`config.mk`:
```
export PLATFORM = sky130hd
export DESIGN_NAME = evtc_top
export DESIGN_NICKNAME = d
export VERILOG_FILES = /design/src/rtl/evtc_pkg.sv /design/src/rtl/evtc_sync.sv /design/src/rtl/evtc_sample_timer.sv /design/src/rtl/evtc_cause_reg.sv /design/src/rtl/evtc_top.sv
export SDC_FILE = /design/constraint.sdc
export NUM_CORES = 1
export LEC_CHECK = 0
export BUFFER_PORTS_ARGS = -buffer_cell sky130_fd_sc_hd__buf_2
export CORE_MARGIN = 4
export CORE_UTILIZATION = 49
export CTS_CLUSTER_DIAMETER = 30
export CTS_CLUSTER_SIZE = 10
export DETAILED_ROUTE_END_ITERATION = 8
export PLACE_DENSITY = 0.79
export SLEW_MARGIN = 25
export SYNTH_ARGS = -nofsm -noshare
export SYNTH_HDL_FRONTEND = slang
export SYNTH_SLANG_ARGS = --single-unit
```
`constraint.sdc`:
```
create_clock -name clk -period 3.4 [get_ports clk]
set_input_delay 0.34 -clock clk [delete_from_list [all_inputs] [get_ports clk]]
set_output_delay 0.34 -clock clk [all_outputs]
set_load 0.01 [all_outputs]
```
`src/rtl/evtc_pkg.sv`:
```
package evtc_pkg;
    localparam int THR_W  = 4;
    localparam int STAT_W = 4;
    localparam int NSRC   = 3;

    localparam int SRC_WAKE = 0;
    localparam int SRC_LOW  = 1;
    localparam int SRC_FIFO = 2;

    typedef logic [NSRC-1:0] cause_t;
endpackage

```
`src/rtl/evtc_sync.sv`:
```
module evtc_sync #(
    parameter int STAGES = 2
) (
    input  logic clk,
    input  logic rst_n,
    input  logic d_i,
    output logic q_o
);
    typedef struct packed {
        logic [STAGES-1:0] chain;
    } sync_st_t;

    sync_st_t st_d, st_q;

    always_comb begin
        st_d = st_q;
        st_d.chain = {st_q.chain[STAGES-2:0], d_i};
    end

    always_ff @(posedge clk or negedge rst_n) begin
        if (!rst_n) st_q <= '0;
        else        st_q <= st_d;
    end

    assign q_o = st_q.chain[STAGES-1];
endmodule

```
`src/rtl/evtc_sample_timer.sv`:
```
module evtc_sample_timer #(
    parameter int SAMPLE_DIV = 64
) (
    input  logic clk,
    input  logic rst_n,
    input  logic run_i,
    input  logic restart_i,
    output logic tick_o
);
    localparam int CW = (SAMPLE_DIV > 2) ? $clog2(SAMPLE_DIV) : 1;
    localparam logic [CW-1:0] LAST = CW'(SAMPLE_DIV - 1);

    typedef struct packed {
        logic [CW-1:0] cnt;
    } tmr_st_t;

    tmr_st_t st_d, st_q;
    logic    tick;

    always_comb begin
        st_d = st_q;
        tick = 1'b0;
        if (!run_i || restart_i) begin
            st_d.cnt = '0;
        end else if (st_q.cnt == LAST) begin
            st_d.cnt = '0;
            tick     = 1'b1;
        end else begin
            st_d.cnt = st_q.cnt + 1'b1;
        end
    end

    always_ff @(posedge clk or negedge rst_n) begin
        if (!rst_n) st_q <= '0;
        else        st_q <= st_d;
    end

    assign tick_o = tick;

    // ticks are never back to back
    a_r3_tick_spacing: assert property (@(posedge clk) disable iff (!rst_n)
        tick_o |=> !tick_o);
    // stopping or restarting the period suppresses the next tick
    a_r9_restart_quiet: assert property (@(posedge clk) disable iff (!rst_n)
        (!run_i || restart_i) |=> !tick_o);
endmodule

```
`src/rtl/evtc_cause_reg.sv`:
```
module evtc_cause_reg
    import evtc_pkg::*;
(
    input  logic   clk,
    input  logic   rst_n,
    input  logic   tick_i,
    input  logic   level_i,
    input  logic   wake_i,
    input  logic   fifo_i,
    input  logic   wake_en_i,
    input  logic   fifo_en_i,
    input  logic   clear_i,
    output cause_t cause_o,
    output logic   sample_o
);
    typedef struct packed {
        cause_t cause;
        logic   sample;
    } cz_st_t;

    cz_st_t st_d, st_q;
    cause_t set_v;

    always_comb begin
        set_v           = '0;
        set_v[SRC_WAKE] = wake_i && wake_en_i;
        set_v[SRC_FIFO] = fifo_i && fifo_en_i;
        set_v[SRC_LOW]  = tick_i && level_i;
    end

    always_comb begin
        st_d = st_q;
        if (tick_i) st_d.sample = level_i;
        for (int i = 0; i < NSRC; i++) begin
            st_d.cause[i] = (st_q.cause[i] && !clear_i) || set_v[i];
        end
    end

    always_ff @(posedge clk or negedge rst_n) begin
        if (!rst_n) st_q <= '0;
        else        st_q <= st_d;
    end

    assign cause_o  = st_q.cause;
    assign sample_o = st_q.sample;

    // the low-supply bit rises only after a tick that saw a low level
    a_r4_low_on_tick: assert property (@(posedge clk) disable iff (!rst_n)
        (cause_o[SRC_LOW] && !$past(cause_o[SRC_LOW])) |-> $past(tick_i && level_i));
    // a clear with no competing event empties every cause bit
    a_r7_clear_all: assert property (@(posedge clk) disable iff (!rst_n)
        (clear_i && !wake_i && !fifo_i && !tick_i) |=> (cause_o == '0));
    // bits hold until cleared
    a_r7_sticky: assert property (@(posedge clk) disable iff (!rst_n)
        (cause_o[SRC_WAKE] && !clear_i) |=> cause_o[SRC_WAKE]);
endmodule

```
`src/rtl/evtc_top.sv`:
```
module evtc_top
    import evtc_pkg::*;
#(
    parameter int SAMPLE_DIV = 64,
    parameter int SYNC_STAGES = 2
) (
    input  logic             clk,
    input  logic             rst_n,
    input  logic             det_en,
    input  logic             wake_en,
    input  logic             fifo_en,
    input  logic             thr_wr,
    input  logic [THR_W-1:0] thr_wdata,
    input  logic             sup_below,
    input  logic             wake_evt,
    input  logic             fifo_evt,
    input  logic             stat_rd_done,
    output logic             irq_n,
    output logic [THR_W-1:0] thr_code,
    output logic [STAT_W-1:0] status
);
    typedef struct packed {
        logic [THR_W-1:0] thr;
    } top_st_t;

    top_st_t st_d, st_q;
    logic    level_s;
    logic    tick;
    cause_t  cause;
    logic    sample;
    cause_t  en_v;

    always_comb begin
        st_d = st_q;
        if (thr_wr) st_d.thr = thr_wdata;
    end

    always_ff @(posedge clk or negedge rst_n) begin
        if (!rst_n) st_q <= '0;
        else        st_q <= st_d;
    end

    evtc_sync #(.STAGES(SYNC_STAGES)) u_sync (
        .clk   (clk),
        .rst_n (rst_n),
        .d_i   (sup_below),
        .q_o   (level_s)
    );

    evtc_sample_timer #(.SAMPLE_DIV(SAMPLE_DIV)) u_tmr (
        .clk       (clk),
        .rst_n     (rst_n),
        .run_i     (det_en),
        .restart_i (thr_wr),
        .tick_o    (tick)
    );

    evtc_cause_reg u_cause (
        .clk       (clk),
        .rst_n     (rst_n),
        .tick_i    (tick),
        .level_i   (level_s),
        .wake_i    (wake_evt),
        .fifo_i    (fifo_evt),
        .wake_en_i (wake_en),
        .fifo_en_i (fifo_en),
        .clear_i   (stat_rd_done),
        .cause_o   (cause),
        .sample_o  (sample)
    );

    always_comb begin
        en_v           = '0;
        en_v[SRC_WAKE] = wake_en;
        en_v[SRC_LOW]  = det_en;
        en_v[SRC_FIFO] = fifo_en;
    end

    assign irq_n    = ~|(cause & en_v);
    assign thr_code = st_q.thr;
    assign status   = {sample, cause};

    // a write shows on the code output after its edge
    a_r2_thr_load: assert property (@(posedge clk) disable iff (!rst_n)
        thr_wr |=> (thr_code == $past(thr_wdata)));
    // the code holds without a write
    a_r2_thr_hold: assert property (@(posedge clk) disable iff (!rst_n)
        !thr_wr |=> $stable(thr_code));
    // a request always has a readable cause
    a_r8_req_has_cause: assert property (@(posedge clk) disable iff (!rst_n)
        !irq_n |-> (status[NSRC-1:0] != '0));
endmodule

```
==> qor.json, run 1 <==
{
  "run_status": {"value": "finished clean"},
  "critPathLaunchType": {"value": "flip-flop"},
  "n_antenna_cell": {"value": 0},
  "initial_core_util": {"value": 54.5, "unit": "%"},
  "synth_async_sr_flop_share": {"value": 100, "unit": "%"},
  "initial_antenna_violation_count": {"value": 0},
  "synth-edff-count": {"value": 0},
  "tritoncts": {"value": "built"},
  "pin_count_of_the_biggest_net_entering_global_routing": {"value": 17},
  "critPathBufInv": {"value": 1},
  "power.switching_fraction": {"value": 23.0, "unit": "%"},
  "post_route_cells_drive_above_1_share": {"value": 45.8, "unit": "%"},
  "finalHoldViolations": {"value": 0},
  "crit_start": {"value": "u_cause.cause_o[0]"},
  "post_syn_instances": {"value": 47},
  "finalCoreUtilization": {"value": 67.5, "unit": "%"},
  "portBuffers": {"value": 22},
  "slowest_delay": {"value": 390, "unit": "ps"},
  "post_synth.cell_area_avg": {"value": 13.6, "unit": "sq um"},
  "clock_tree.htree_level_count": {"value": 1},
  "cts-buffers-inserted": {"value": 3},
  "power_per_cell_area": {"value": 428, "unit": "mW/mm^2"},
  "clock_latency": {"value": 280, "unit": "ps"},
  "cts-hold-fix-buffers": {"value": 1},
  "rsz0062_at_grt": {"value": "false"},
  "post_cts_resize_count": {"value": 0},
  "die_area": {"value": 0.00194, "unit": "sq mm"},
  "worst-r2r-setup-slack": {"value": 1990, "unit": "ps"},
  "net_sw_power": {"value": 0.0777, "unit": "mW"},
  "drv_cap": {"value": 0},
  "cts.sinks": {"value": 16},
  "num_io_pins": {"value": 23},
  "detailroute.via_count": {"value": 444},
  "drc_errors": {"value": 0},
  "leakage": {"value": 0.393, "unit": "nW"},
  "worstRegToRegCells": {"value": 4},
  "synthesis_to_layout_area_growth": {"value": 23.9, "unit": "%"},
  "synth-seq-area-share": {"value": 62.7, "unit": "%"},
  "grt_first_pass_wirelength": {"value": 2020, "unit": "microns"},
  "cts_setup_buffers": {"value": 0},
  "cp_data_required_time": {"value": 3060, "unit": "ps"},
  "placementRows": {"value": 12},
  "finalCriticalPeriod": {"value": 1510, "unit": "ps"},
  "track_usage": {"value": 14.3, "unit": "%"},
  "chipHeight": {"value": 44.1, "unit": "microns"},
  "clk_network_pwr_share": {"value": 28.1, "unit": "%"},
  "report.power.total": {"value": 0.338, "unit": "mW"},
  "timing.slew.headroom": {"value": 77.2, "unit": "%"},
  "comb_power_share": {"value": 11.5, "unit": "%"},
  "area_of_the_core": {"value": 0.00117, "unit": "sq mm"},
  "setup.worst_path.end": {"value": "irq_n"},
  "route.final.wire_length": {"value": 1120, "unit": "microns"},
  "timing.hold.worst.class": {"value": "in -> reg"},
  "dieWidth": {"value": 44.1, "unit": "microns"},
  "ys_ff_latch": {"value": 16},
  "first_global_vias": {"value": 482},
  "hold_worst_slack": {"value": 162, "unit": "ps"},
  "crit_family": {"value": "flip-flops"},
  "finish.net_count": {"value": 89},
  "worstSetupPathDepth": {"value": 2},
  "timing.critical_path.fanout_max": {"value": 3},
  "ir_drop_worst_vdd": {"value": 0.000269, "unit": "V"},
  "intPower": {"value": 0.261, "unit": "mW"},
  "synth.distinct_cells": {"value": 20},
  "fin_skew": {"value": 1.94, "unit": "ps"},
  "gp_routability_congestion": {"value": 0.692},
  "syn_area": {"value": 638, "unit": "sq um"},
  "n_fill_cell": {"value": 91},
  "path_cells": {"value": "a222oi_1, buf_2"},
  "detailedRoute.firstPassIterationCount": {"value": 4},
  "number_of_endpoints_failing_setup_at_the_final_stage": {"value": 0},
  "wire_per_inst": {"value": 13.0, "unit": "microns"},
  "timing.rr.start": {"value": "u_tmr.st_q[0]"},
  "cp.arrival": {"value": 1170, "unit": "ps"},
  "overflow_left_after_global_routing": {"value": 0},
  "drt_iter0_drc": {"value": 3},
  "cts_buffer_depth": {"value": 2},
  "post_drt_via_cell_ratio": {"value": 5.16},
  "final-max-slew-violation-count": {"value": 0},
  "final_antenna_net_count": {"value": 0},
  "timing.fmax": {"value": 661, "unit": "MHz"},
  "clkTransAtPathRegs": {"value": 80, "unit": "ps"},
  "post-route-period-util": {"value": 44.5, "unit": "%"},
  "regToRegEndpoint": {"value": "u_cause.sample_o"},
  "postSynthNetCount": {"value": 62},
  "synth_ff_type": {"value": "sky130_fd_sc_hd__dfrtp_1"},
  "share_of_total_power_in_sequential_cells": {"value": 60.4, "unit": "%"},
  "tightest_slew": {"value": 338, "unit": "ps"},
  "final_tns_setup": {"value": 0, "unit": "ps"},
  "endpoint_kind": {"value": "output pin"},
  "criticalPathCategory": {"value": "reg -> out"},
  "cts.root.buffer_cell": {"value": "sky130_fd_sc_hd__clkbuf_4"},
  "synthesis.yosys.warnings": {"value": 0},
  "worst_path_max_delay_cell": {"value": "sky130_fd_sc_hd__dfrtp_1"}
}
[cell usage in the layout (no fill, tap or decap), types with 2 or more instances in the layout]
cell type and n:
sky130_fd_sc_hd__buf_2 22, sky130_fd_sc_hd__dfrtp_1 16, sky130_fd_sc_hd__mux2_2 5, sky130_fd_sc_hd__nor2_1 4
sky130_fd_sc_hd__a22o_1 3, sky130_fd_sc_hd__clkbuf_4 3, sky130_fd_sc_hd__xor2_1 2, sky130_fd_sc_hd__nand2_1 2
sky130_fd_sc_hd__o21ai_0 2
[Yosys cell counts, drive strengths merged (2+ instances only)]
master | n | share of area [%]
dfrtp | 16 | 63
mux2 | 5 | 8.8
xor2 | 2 | 2.7
o21ai | 2 | 1.6
nand2 | 2 | 1.2
nand3 | 2 | 2.4
a22o | 3 | 4.1
nor2 | 4 | 2.4
[worst reg2reg max path, stage by stage (launching register included)]
cell	delay (ps)
sky130_fd_sc_hd__dfrtp_1	390
sky130_fd_sc_hd__ha_1	190
sky130_fd_sc_hd__nand3_1	140
sky130_fd_sc_hd__nor3_2	220
sky130_fd_sc_hd__mux2_2	350
[stage by stage]
step | cell area [sq um] | setup slack [ps] | instances
floorplan | 638 | 2070 | 47
global placement | 758 | 2030 | 82
detailed placement | 758 | 1990 | 82
CTS | 791 | 1860 | 86
global route | 791 | 1780 | 86
finish | 791 | 1890 | 86
[cells by family (layout without fill, tap and decap cells)]
| group | count (synthesis) | after routing | share of synthesized area (%) |
|---|---|---|---|
| XOR/XNOR | 3 | 3 | 4.12 |
| multiplexers | 5 | 5 | 8.82 |
| flip-flops | 16 | 16 | 62.7 |
| AND/OR/NAND/NOR | 13 | 13 | 12.5 |
| AO/OA/AOI/OAI | 7 | 7 | 8.04 |
| buffers and inverters | 2 | 27 | 1.76 |
| adder cells (fa/ha/maj) | 1 | 1 | 1.96 |
[final cells by class]
cell class	count	area (sq um)	share of cell area, %
Timing Repair Buffer	23	120	15.2
Multi-Input combinational cell	29	226	28.6
Inverter	1	3.75	0.475
Clock buffer	3	22.5	2.85
Sequential cell	16	400	50.6
Tap cell	14	17.5	2.22
[flip-flops by register name (all words and copies together), names as in the netlist]
register and flops:
thr_code 4, u_sync.st_q 2, u_cause.sample_o 1, u_cause.cause_o 3
u_tmr.st_q 6
[power groups by stage]
stage	combinational, mW	clock [mW]	sequential (mW)
2_1_floorplan	0.0127	0	0.211
3_3_place_gp	0.0381	0	0.208
4_1_cts	0.0402	0.0985	0.205
3_5_place_dp	0.0391	0	0.208
6_report	0.0390	0.0950	0.204
5_1_grt	0.0439	0.110	0.206
[per-layer routing]
metal / GRT usage, % / wire length, microns / vias to the layer above / part of all wire, %
met5: 0 / 0 / - / 0
met1: 18.7 / 488 / 204 / 44
met4: 7.23 / 15 / 0 / 1.3
met2: 22.4 / 526 / 20 / 47
li1: - / - / 218 / -
met3: 3.25 / 89 / 2 / 7.9
[worst min-delay path by stage]
stage,startpoint,cells after the start,slack [ps],to
after global placement,rst_n,1,260,u_cause.cause_o[2]
final,sup_below,1,160,u_sync.st_q[0]
after global routing,sup_below,1,140,u_sync.st_q[0]
after detailed placement,rst_n,1,270,u_cause.cause_o[2]
after CTS,sup_below,1,150,u_sync.st_q[0]
after floorplan,rst_n,0,40,thr_code[0]
(Power assumes the default switching activity.)
==> run 2: changes to the inputs <==
--- a/config.mk
+++ b/config.mk
@@ -7,11 +7,11 @@
 export LEC_CHECK = 0
 export BUFFER_PORTS_ARGS = -buffer_cell sky130_fd_sc_hd__buf_2
 export CORE_MARGIN = 4
-export CORE_UTILIZATION = 49
+export CORE_UTILIZATION = 41
 export CTS_CLUSTER_DIAMETER = 30
 export CTS_CLUSTER_SIZE = 10
 export DETAILED_ROUTE_END_ITERATION = 8
-export PLACE_DENSITY = 0.79
+export PLACE_DENSITY = 0.71
 export SLEW_MARGIN = 25
 export SYNTH_ARGS = -nofsm -noshare
 export SYNTH_HDL_FRONTEND = slang
==> constraint.sdc (replaced) <==
create_clock -name clk -period 1.3 [get_ports clk]
set_input_delay 0.13 -clock clk [delete_from_list [all_inputs] [get_ports clk]]
set_output_delay 0.13 -clock clk [all_outputs]
set_load 0.01 [all_outputs]
==> run 2 against run 1 <==
  * Die area rose by 16%
  * Global-route usage barely moved
  * Clock skew rose by 0.98 ps
  * Count of clock-buffer cells in the layout did not move
  * Power rose to 2.7 times the previous value
  * Critical path depth rose by 2
  * Setup slack got worse by 1900 ps
  * Wire length rose by 10%
  * Sequential share of layout area fell by 6.0 points
  * Utilization fell by 2.6 points
  * Largest cell class unchanged
  * Largest power group unchanged
==> qor.json, run 2 (synthesis gave the netlist of run 1 again) <==
{
  "run_status": {"value": "finished clean", "change": "unchanged"},
  "dp_hpwl": {"value": 962, "unit": "microns"},
  "timing.critical_path.fanout_max": {"value": 3, "change": "unchanged"},
  "leakage": {"value": 0.449, "unit": "nW", "change": "was 0.393 nW"},
  "cp_data_required_time": {"value": 1470, "unit": "ps", "change": "was 3060 ps"},
  "timing.fmax": {"value": 784, "unit": "MHz"},
  "drv_cap": {"value": 0, "change": "unchanged"},
  "final-max-slew-violation-count": {"value": 0, "change": "unchanged"},
  "cts_buffer_depth": {"value": 2, "change": "unchanged"},
  "cts-buffers-inserted": {"value": 3, "change": "unchanged"},
  "post-route-period-util": {"value": 98.1, "unit": "%"},
  "n_antenna_cell": {"value": 0, "change": "unchanged"},
  "fin_skew": {"value": 2.92, "unit": "ps", "change": "was 1.94 ps"},
  "ir_drop_worst_vdd": {"value": 0.000682, "unit": "V", "change": "was 0.000269 V"},
  "initial_core_util": {"value": 46.2, "unit": "%", "change": "was 54.5%"},
  "power_per_cell_area": {"value": 1000, "unit": "mW/mm^2", "change": "was 428 mW/mm^2"},
  "clock_latency": {"value": 270, "unit": "ps", "change": "was 280 ps"},
  "number_of_endpoints_failing_setup_at_the_final_stage": {"value": 0, "change": "unchanged"},
  "seq_area": {"value": 400, "unit": "sq um", "change": "unchanged"},
  "route.final.wire_length": {"value": 1230, "unit": "microns", "change": "was 1120 microns"},
  "final_design_area_no_fill": {"value": 897, "unit": "sq um", "change": "was 791 sq um"},
  "die_area": {"value": 0.00225, "unit": "sq mm", "change": "was 0.00194 sq mm"},
  "first_global_vias": {"value": 512, "change": "was 482"},
  "num_io_pins": {"value": 23, "change": "unchanged"},
  "dieWidth": {"value": 47.5, "unit": "microns", "change": "was 44.1 microns"},
  "initial_antenna_violation_count": {"value": 0, "change": "unchanged"},
  "grt_first_pass_wirelength": {"value": 2190, "unit": "microns", "change": "was 2020 microns"},
  "n_fill_cell": {"value": 109, "change": "was 91"},
  "worst-r2r-setup-slack": {"value": 20, "unit": "ps", "change": "was 1990 ps"},
  "largest_reg_flops": {"value": 6, "change": "unchanged"},
  "layout_common_cells": {"value": "sky130_fd_sc_hd__buf_2, sky130_fd_sc_hd__dfrtp_1, sky130_fd_sc_hd__buf_4, sky130_fd_sc_hd__nor2_1, sky130_fd_sc_hd__mux2_2", "change": "was sky130_fd_sc_hd__buf_2, sky130_fd_sc_hd__dfrtp_1, sky130_fd_sc_hd__mux2_2, sky130_fd_sc_hd__nor2_1"},
  "clock_tree.htree_level_count": {"value": 1, "change": "unchanged"},
  "clkTransAtPathRegs": {"value": 80, "unit": "ps", "change": "about the same"},
  "drt_iter0_drc": {"value": 5, "change": "was 3"},
  "finalCriticalPeriod": {"value": 1280, "unit": "ps"},
  "portBuffers": {"value": 22, "change": "unchanged"},
  "post_layout_nonfiller_instances": {"value": 96, "change": "was 86"},
  "detailedRoute.firstPassIterationCount": {"value": 4, "change": "unchanged"},
  "critPathLaunchType": {"value": "flip-flop", "change": "unchanged"},
  "final.setup.worst_slack": {"value": 24.7, "unit": "ps", "change": "was 1890 ps"},
  "tritoncts": {"value": "built", "change": "unchanged"},
  "detailroute.via_count": {"value": 482, "change": "was 444"},
  "largest_register": {"value": "u_tmr.st_q", "change": "unchanged"},
  "rsz0062_at_grt": {"value": "true", "change": "was false"},
  "cts.root.buffer_cell": {"value": "sky130_fd_sc_hd__clkbuf_4", "change": "unchanged"},
  "timing.slew.headroom": {"value": 77.6, "unit": "%", "change": "was 77.2%"},
  "finalHoldViolations": {"value": 0, "change": "unchanged"},
  "final_antenna_net_count": {"value": 0, "change": "unchanged"},
  "post_drt_via_cell_ratio": {"value": 5.02, "change": "was 5.16"},
  "drc_errors": {"value": 0, "change": "unchanged"},
  "overflow_left_after_global_routing": {"value": 0, "change": "unchanged"},
  "final_common_cell": {"value": "sky130_fd_sc_hd__buf_2", "change": "unchanged"},
  "endpoint_kind": {"value": "flip-flop", "change": "was output pin"},
  "multi_input_area": {"value": 262, "unit": "sq um", "change": "was 226 sq um"},
  "placementRows": {"value": 13, "change": "was 12"},
  "gp_routability_congestion": {"value": 0.707, "change": "was 0.692"},
  "cp.arrival": {"value": 1440, "unit": "ps", "change": "was 1170 ps"},
  "timing.hold.worst.class": {"value": "in -> reg", "change": "unchanged"},
  "finish.net_count": {"value": 98, "change": "was 89"},
  "final_tns_setup": {"value": 0, "unit": "ps", "change": "unchanged"},
  "cts.sinks": {"value": 16, "change": "unchanged"},
  "chipHeight": {"value": 47.5, "unit": "microns", "change": "was 44.1 microns"},
  "dp_cells": {"value": 88, "change": "was 82"},
  "track_usage": {"value": 14.3, "unit": "%", "change": "about the same"},
  "pin_count_of_the_biggest_net_entering_global_routing": {"value": 17, "change": "unchanged"},
  "area_of_the_core": {"value": 0.00138, "unit": "sq mm", "change": "was 0.00117 sq mm"},
  "criticalPathCategory": {"value": "reg -> reg", "change": "was reg -> out"},
  "tightest_slew": {"value": 336, "unit": "ps", "change": "was 338 ps"},
  "detailedPlace.worstSlack": {"value": -29.1, "unit": "ps", "change": "was 1990 ps"},
  "placed_cell_area": {"value": 808, "unit": "sq um", "change": "was 758 sq um"},
  "wire_per_inst": {"value": 12.8, "unit": "microns", "change": "was 13.0 microns"},
  "post_route_cells_drive_above_1_share": {"value": 53.1, "unit": "%", "change": "was 45.8%"},
  "synthesis_to_layout_area_growth": {"value": 40.6, "unit": "%", "change": "was 23.9%"}
}
[run 2: cell type report]
cell class              count  area share [%]
clock buffers               3            2.51
inverters                   1           0.418
multi-input cells          29            29.1
flip-flops and latches     16            44.6
well taps                  15            2.09
repair buffers             32            21.2
[run 2: final timing paths]
kind,startpoint,depth (start not counted),endpoint
hold / removal,fifo_evt,2,u_cause.cause_o[2]
setup reg to reg,u_tmr.st_q[0],4,u_cause.sample_o
setup / recovery,u_tmr.st_q[0],4,u_cause.sample_o
min in group asynchronous,rst_n,2,u_tmr.st_q[5]
hold reg to reg,u_sync.st_q[0],0,u_sync.st_q[1]
max in group asynchronous,rst_n,2,thr_code[3]
[run 2: what timing repair did]
item / in CTS / in global routing
endpoints found under the hold margin: 17 / 0
pin swaps: 3 / 0
hold buffers: 2 / 0
buffers inserted: 1 / 2
setup endpoints to repair: 2 / 3
gates resized for setup: 3 / 0
[run 2: through the flow]
step | hold slack, ps | util, % | power (mW)
final | 72.4 | 64.9 | 0.901
after floorplan | -166 | - | 0.586
after detailed placement | 52.9 | 58.5 | 0.653
after CTS | 56.5 | 63.8 | 0.913
after global placement | 57.3 | 58.5 | 0.648
after global routing | 64.2 | 64.9 | 0.958
[run 2: routing by layer]
metal	share of wire, %	wire length [microns]	vias to the layer above	global-route usage, %
li1	-	-	235	-
met3	3.9	48	2	3.76
met5	0	0	-	0
met2	53	653	12	24.3
met1	42	517	233	16.1
met4	1.1	13	0	8.29
[run 2: critical path, stage by stage (launching register included)]
cell and delay [ps]:
sky130_fd_sc_hd__dfrtp_1 400, sky130_fd_sc_hd__ha_4 170, sky130_fd_sc_hd__nand3_4 90, sky130_fd_sc_hd__nor3_4 200, sky130_fd_sc_hd__mux2_4 310
[run 2: where the power goes]
group	switching (mW)	total, mW	internal, mW
combinational	0.0555	0.125	0.0690
clock	0.134	0.242	0.107
sequential	0.0138	0.535	0.521
total	0.204	0.901	0.697
==> run 3: changes to the inputs <==
==> constraint.sdc (replaced) <==
create_clock -name clk -period 1.1 [get_ports clk]
set_input_delay 0.11 -clock clk [delete_from_list [all_inputs] [get_ports clk]]
set_output_delay 0.11 -clock clk [all_outputs]
set_load 0.01 [all_outputs]
==> run 3 against run 2 <==
  * The flow now finishes with violations (setup timing)
  * Cell count is 7.3% higher
  * Combinational power is 23% higher
  * Wire length is 10% higher
  * Utilization is 4.7 points higher
  * Setup slack worse by 200 ps
  * Hold slack worse by 37 ps
  * Clock skew is 1.8 ps lower
  * Critical path depth stayed put
==> qor.json, run 3 (synthesis gave the netlist of run 1 again) <==
{
  "post_route_cells_drive_above_1_share": {"value": 56.8, "unit": "%", "change": "was 53.1%"},
  "net_sw_power": {"value": 0.260, "unit": "mW", "change": "was 0.204 mW"},
  "finish.net_count": {"value": 104, "change": "was 98"},
  "detailedRoute.firstPassIterationCount": {"value": 4, "change": "unchanged"},
  "worstRegToRegCells": {"value": 4, "change": "unchanged"},
  "timing.slew.headroom": {"value": 76.6, "unit": "%", "change": "was 77.6%"},
  "route.final.wire_length": {"value": 1360, "unit": "microns", "change": "was 1230 microns"},
  "run_status": {"value": "finished with violations", "change": "was finished clean"},
  "power.switching_fraction": {"value": 22.4, "unit": "%", "change": "was 22.6%"},
  "num_io_pins": {"value": 23, "change": "unchanged"},
  "cts-buffers-inserted": {"value": 3, "change": "unchanged"},
  "initial_antenna_violation_count": {"value": 0, "change": "unchanged"},
  "worst-r2r-setup-slack": {"value": -180, "unit": "ps", "change": "was 20 ps"},
  "largest_register": {"value": "u_tmr.st_q", "change": "unchanged"},
  "power_per_cell_area": {"value": 1210, "unit": "mW/mm^2", "change": "was 1000 mW/mm^2"},
  "finalCoreUtilization": {"value": 69.6, "unit": "%", "change": "was 64.9%"},
  "finalCriticalPeriod": {"value": 1280, "unit": "ps", "change": "about the same"},
  "tritoncts": {"value": "built", "change": "unchanged"},
  "rsz0062_at_grt": {"value": "true", "change": "unchanged"},
  "final_antenna_net_count": {"value": 0, "change": "unchanged"},
  "timing.hold.worst.class": {"value": "in -> reg", "change": "unchanged"},
  "cp_data_required_time": {"value": 1280, "unit": "ps", "change": "was 1470 ps"},
  "synthesis_to_layout_area_growth": {"value": 50.8, "unit": "%", "change": "was 40.6%"},
  "tightest_slew": {"value": 351, "unit": "ps", "change": "was 336 ps"},
  "critPathLaunchType": {"value": "flip-flop", "change": "unchanged"},
  "cts.root.buffer_cell": {"value": "sky130_fd_sc_hd__clkbuf_4", "change": "unchanged"},
  "setup.worst_path.end": {"value": "u_cause.sample_o", "change": "unchanged"},
  "comb_power_share": {"value": 13.2, "unit": "%", "change": "was 13.8%"},
  "finalHoldViolations": {"value": 0, "change": "unchanged"},
  "leakage": {"value": 0.487, "unit": "nW", "change": "was 0.449 nW"},
  "endpoint_kind": {"value": "flip-flop", "change": "unchanged"},
  "ir_drop_worst_vdd": {"value": 0.000771, "unit": "V", "change": "was 0.000682 V"},
  "die_area": {"value": 0.00225, "unit": "sq mm", "change": "unchanged"},
  "detailroute.via_count": {"value": 502, "change": "was 482"},
  "final-max-slew-violation-count": {"value": 0, "change": "unchanged"},
  "n_antenna_cell": {"value": 0, "change": "unchanged"},
  "worst_path_max_delay_cell": {"value": "sky130_fd_sc_hd__dfrtp_1", "change": "unchanged"},
  "crit_start": {"value": "u_tmr.st_q[0]", "change": "unchanged"},
  "chipHeight": {"value": 47.5, "unit": "microns", "change": "unchanged"},
  "gp_routability_congestion": {"value": 0.717, "change": "was 0.707"},
  "dp_hpwl": {"value": 986, "unit": "microns", "change": "was 962 microns"},
  "cts.sinks": {"value": 16, "change": "unchanged"},
  "area_of_the_core": {"value": 0.00138, "unit": "sq mm", "change": "unchanged"},
  "regToRegEndpoint": {"value": "u_cause.sample_o", "change": "unchanged"},
  "path_cells": {"value": "ha_4, nand3_4, nor3_4, mux2_4", "change": "unchanged"},
  "criticalPathCategory": {"value": "reg -> reg", "change": "unchanged"},
  "layout_common_cells": {"value": "sky130_fd_sc_hd__buf_2, sky130_fd_sc_hd__dfrtp_1, sky130_fd_sc_hd__buf_4, sky130_fd_sc_hd__nor2_1, sky130_fd_sc_hd__mux2_2", "change": "unchanged"},
  "grt_first_pass_wirelength": {"value": 2330, "unit": "microns", "change": "was 2190 microns"},
  "pin_count_of_the_biggest_net_entering_global_routing": {"value": 17, "change": "unchanged"},
  "multi_input_area": {"value": 262, "unit": "sq um", "change": "unchanged"},
  "report.power.total": {"value": 1.16, "unit": "mW", "change": "was 0.901 mW"},
  "drv_cap": {"value": 0, "change": "unchanged"},
  "timing.fmax": {"value": 782, "unit": "MHz", "change": "was 784 MHz"},
  "dieWidth": {"value": 47.5, "unit": "microns", "change": "unchanged"},
  "cp.arrival": {"value": 1460, "unit": "ps", "change": "was 1440 ps"},
  "overflow_left_after_global_routing": {"value": 0, "change": "unchanged"},
  "worstSetupPathDepth": {"value": 4, "change": "unchanged"},
  "initial_core_util": {"value": 46.2, "unit": "%", "change": "unchanged"},
  "first_global_vias": {"value": 523, "change": "was 512"},
  "seq_area": {"value": 400, "unit": "sq um", "change": "unchanged"},
  "violations": {"value": "setup timing"},
  "wire_per_inst": {"value": 13.2, "unit": "microns", "change": "was 12.8 microns"},
  "clkTransAtPathRegs": {"value": 90, "unit": "ps", "change": "was 80 ps"},
  "timing.rr.start": {"value": "u_tmr.st_q[0]", "change": "unchanged"},
  "fin_skew": {"value": 1.08, "unit": "ps", "change": "was 2.92 ps"},
  "placementRows": {"value": 13, "change": "unchanged"},
  "post_drt_via_cell_ratio": {"value": 4.87, "change": "was 5.02"},
  "drt_iter0_drc": {"value": 4, "change": "was 5"},
  "n_fill_cell": {"value": 96, "change": "was 109"},
  "drc_errors": {"value": 0, "change": "unchanged"},
  "track_usage": {"value": 15.6, "unit": "%", "change": "was 14.3%"},
  "post-route-period-util": {"value": 116, "unit": "%", "change": "was 98.1%"},
  "timing.critical_path.fanout_max": {"value": 2, "change": "was 3"},
  "critPathBufInv": {"value": 0, "change": "unchanged"},
  "portBuffers": {"value": 22, "change": "unchanged"},
  "largest_reg_flops": {"value": 6, "change": "unchanged"},
  "number_of_endpoints_failing_setup_at_the_final_stage": {"value": 8, "change": "was 0"},
  "final.setup.worst_slack": {"value": -179, "unit": "ps", "change": "was 24.7 ps"},
  "cts_buffer_depth": {"value": 2, "change": "unchanged"},
  "share_of_total_power_in_sequential_cells": {"value": 54.4, "unit": "%", "change": "was 59.4%"},
  "clk_network_pwr_share": {"value": 32.4, "unit": "%", "change": "was 26.8%"},
  "intPower": {"value": 0.904, "unit": "mW", "change": "was 0.697 mW"},
  "clock_tree.htree_level_count": {"value": 1, "change": "unchanged"},
  "crit_family": {"value": "flip-flops", "change": "unchanged"},
  "slowest_delay": {"value": 400, "unit": "ps", "change": "about the same"},
  "final_common_cell": {"value": "sky130_fd_sc_hd__buf_2", "change": "unchanged"},
  "clock_latency": {"value": 280, "unit": "ps", "change": "was 270 ps"}
}
run 3: worst min-delay path by stage:
stage,from,endpoint,slack (ps),depth (start not counted)
2_1_floorplan,rst_n,thr_code[0],-190,0
3_3_place_gp,rst_n,u_tmr.st_q[3],40,1
3_5_place_dp,rst_n,u_tmr.st_q[5],40,1
4_1_cts,fifo_evt,u_cause.cause_o[2],30,2
5_1_grt,fifo_evt,u_cause.cause_o[2],20,2
6_report,fifo_evt,u_cause.cause_o[2],40,2
run 3: repair_timing:
item | 4_1_cts | 5_1_grt
hold buffers | 2 | 0
setup endpoints to repair | 5 | 8
pin swaps | 4 | 0
setup buffers | 2 | 1
resized for setup | 2 | 3
endpoints found under the hold margin | 17 | 0
run 3: metal layers:
| metal | routed length (microns) | vias up | track usage, % |
|---|---|---|---|
| met4 | 27 | 0 | 8.29 |
| met3 | 84 | 5 | 6.77 |
| met5 | 0 | - | 0 |
| met1 | 597 | 237 | 16.7 |
| li1 | - | 245 | - |
| met2 | 650 | 15 | 25.9 |
run 3: power by group through the flow:
stage                     Combinational (mW)  Clock (mW)  Sequential, mW
after floorplan                       0.0395           0           0.653
after global placement                 0.130           0           0.642
after detailed placement               0.132           0           0.643
after CTS                              0.145       0.392           0.630
after global routing                   0.168       0.420           0.636
final                                  0.154       0.377           0.633
run 3: area by class of cell:
class,count,share of cell area [%]
Clock buffer,4,3.77
Inverter,1,0.390
Multi-Input combinational cell,29,27.2
Sequential cell,16,41.6
Tap cell,15,1.95
Timing Repair Buffer,38,25.1
run 3: per-stage QoR:
| step | setup slack [ps] | cells | setup TNS (ps) | instance area (sq um) | hold WS [ps] |
|---|---|---|---|---|---|
| 6_report | -179 | 103 | -922 | 962 | 35.7 |
| 5_1_grt | -223 | 103 | -1380 | 962 | 17.8 |
| 4_1_cts | -191 | 102 | -978 | 938 | 29.1 |
| 3_5_place_dp | -213 | 94 | -342 | 853 | 38.7 |
| 3_3_place_gp | -177 | 94 | -225 | 853 | 36.8 |
| 2_1_floorplan | -219 | 47 | -253 | 649 | -186 |
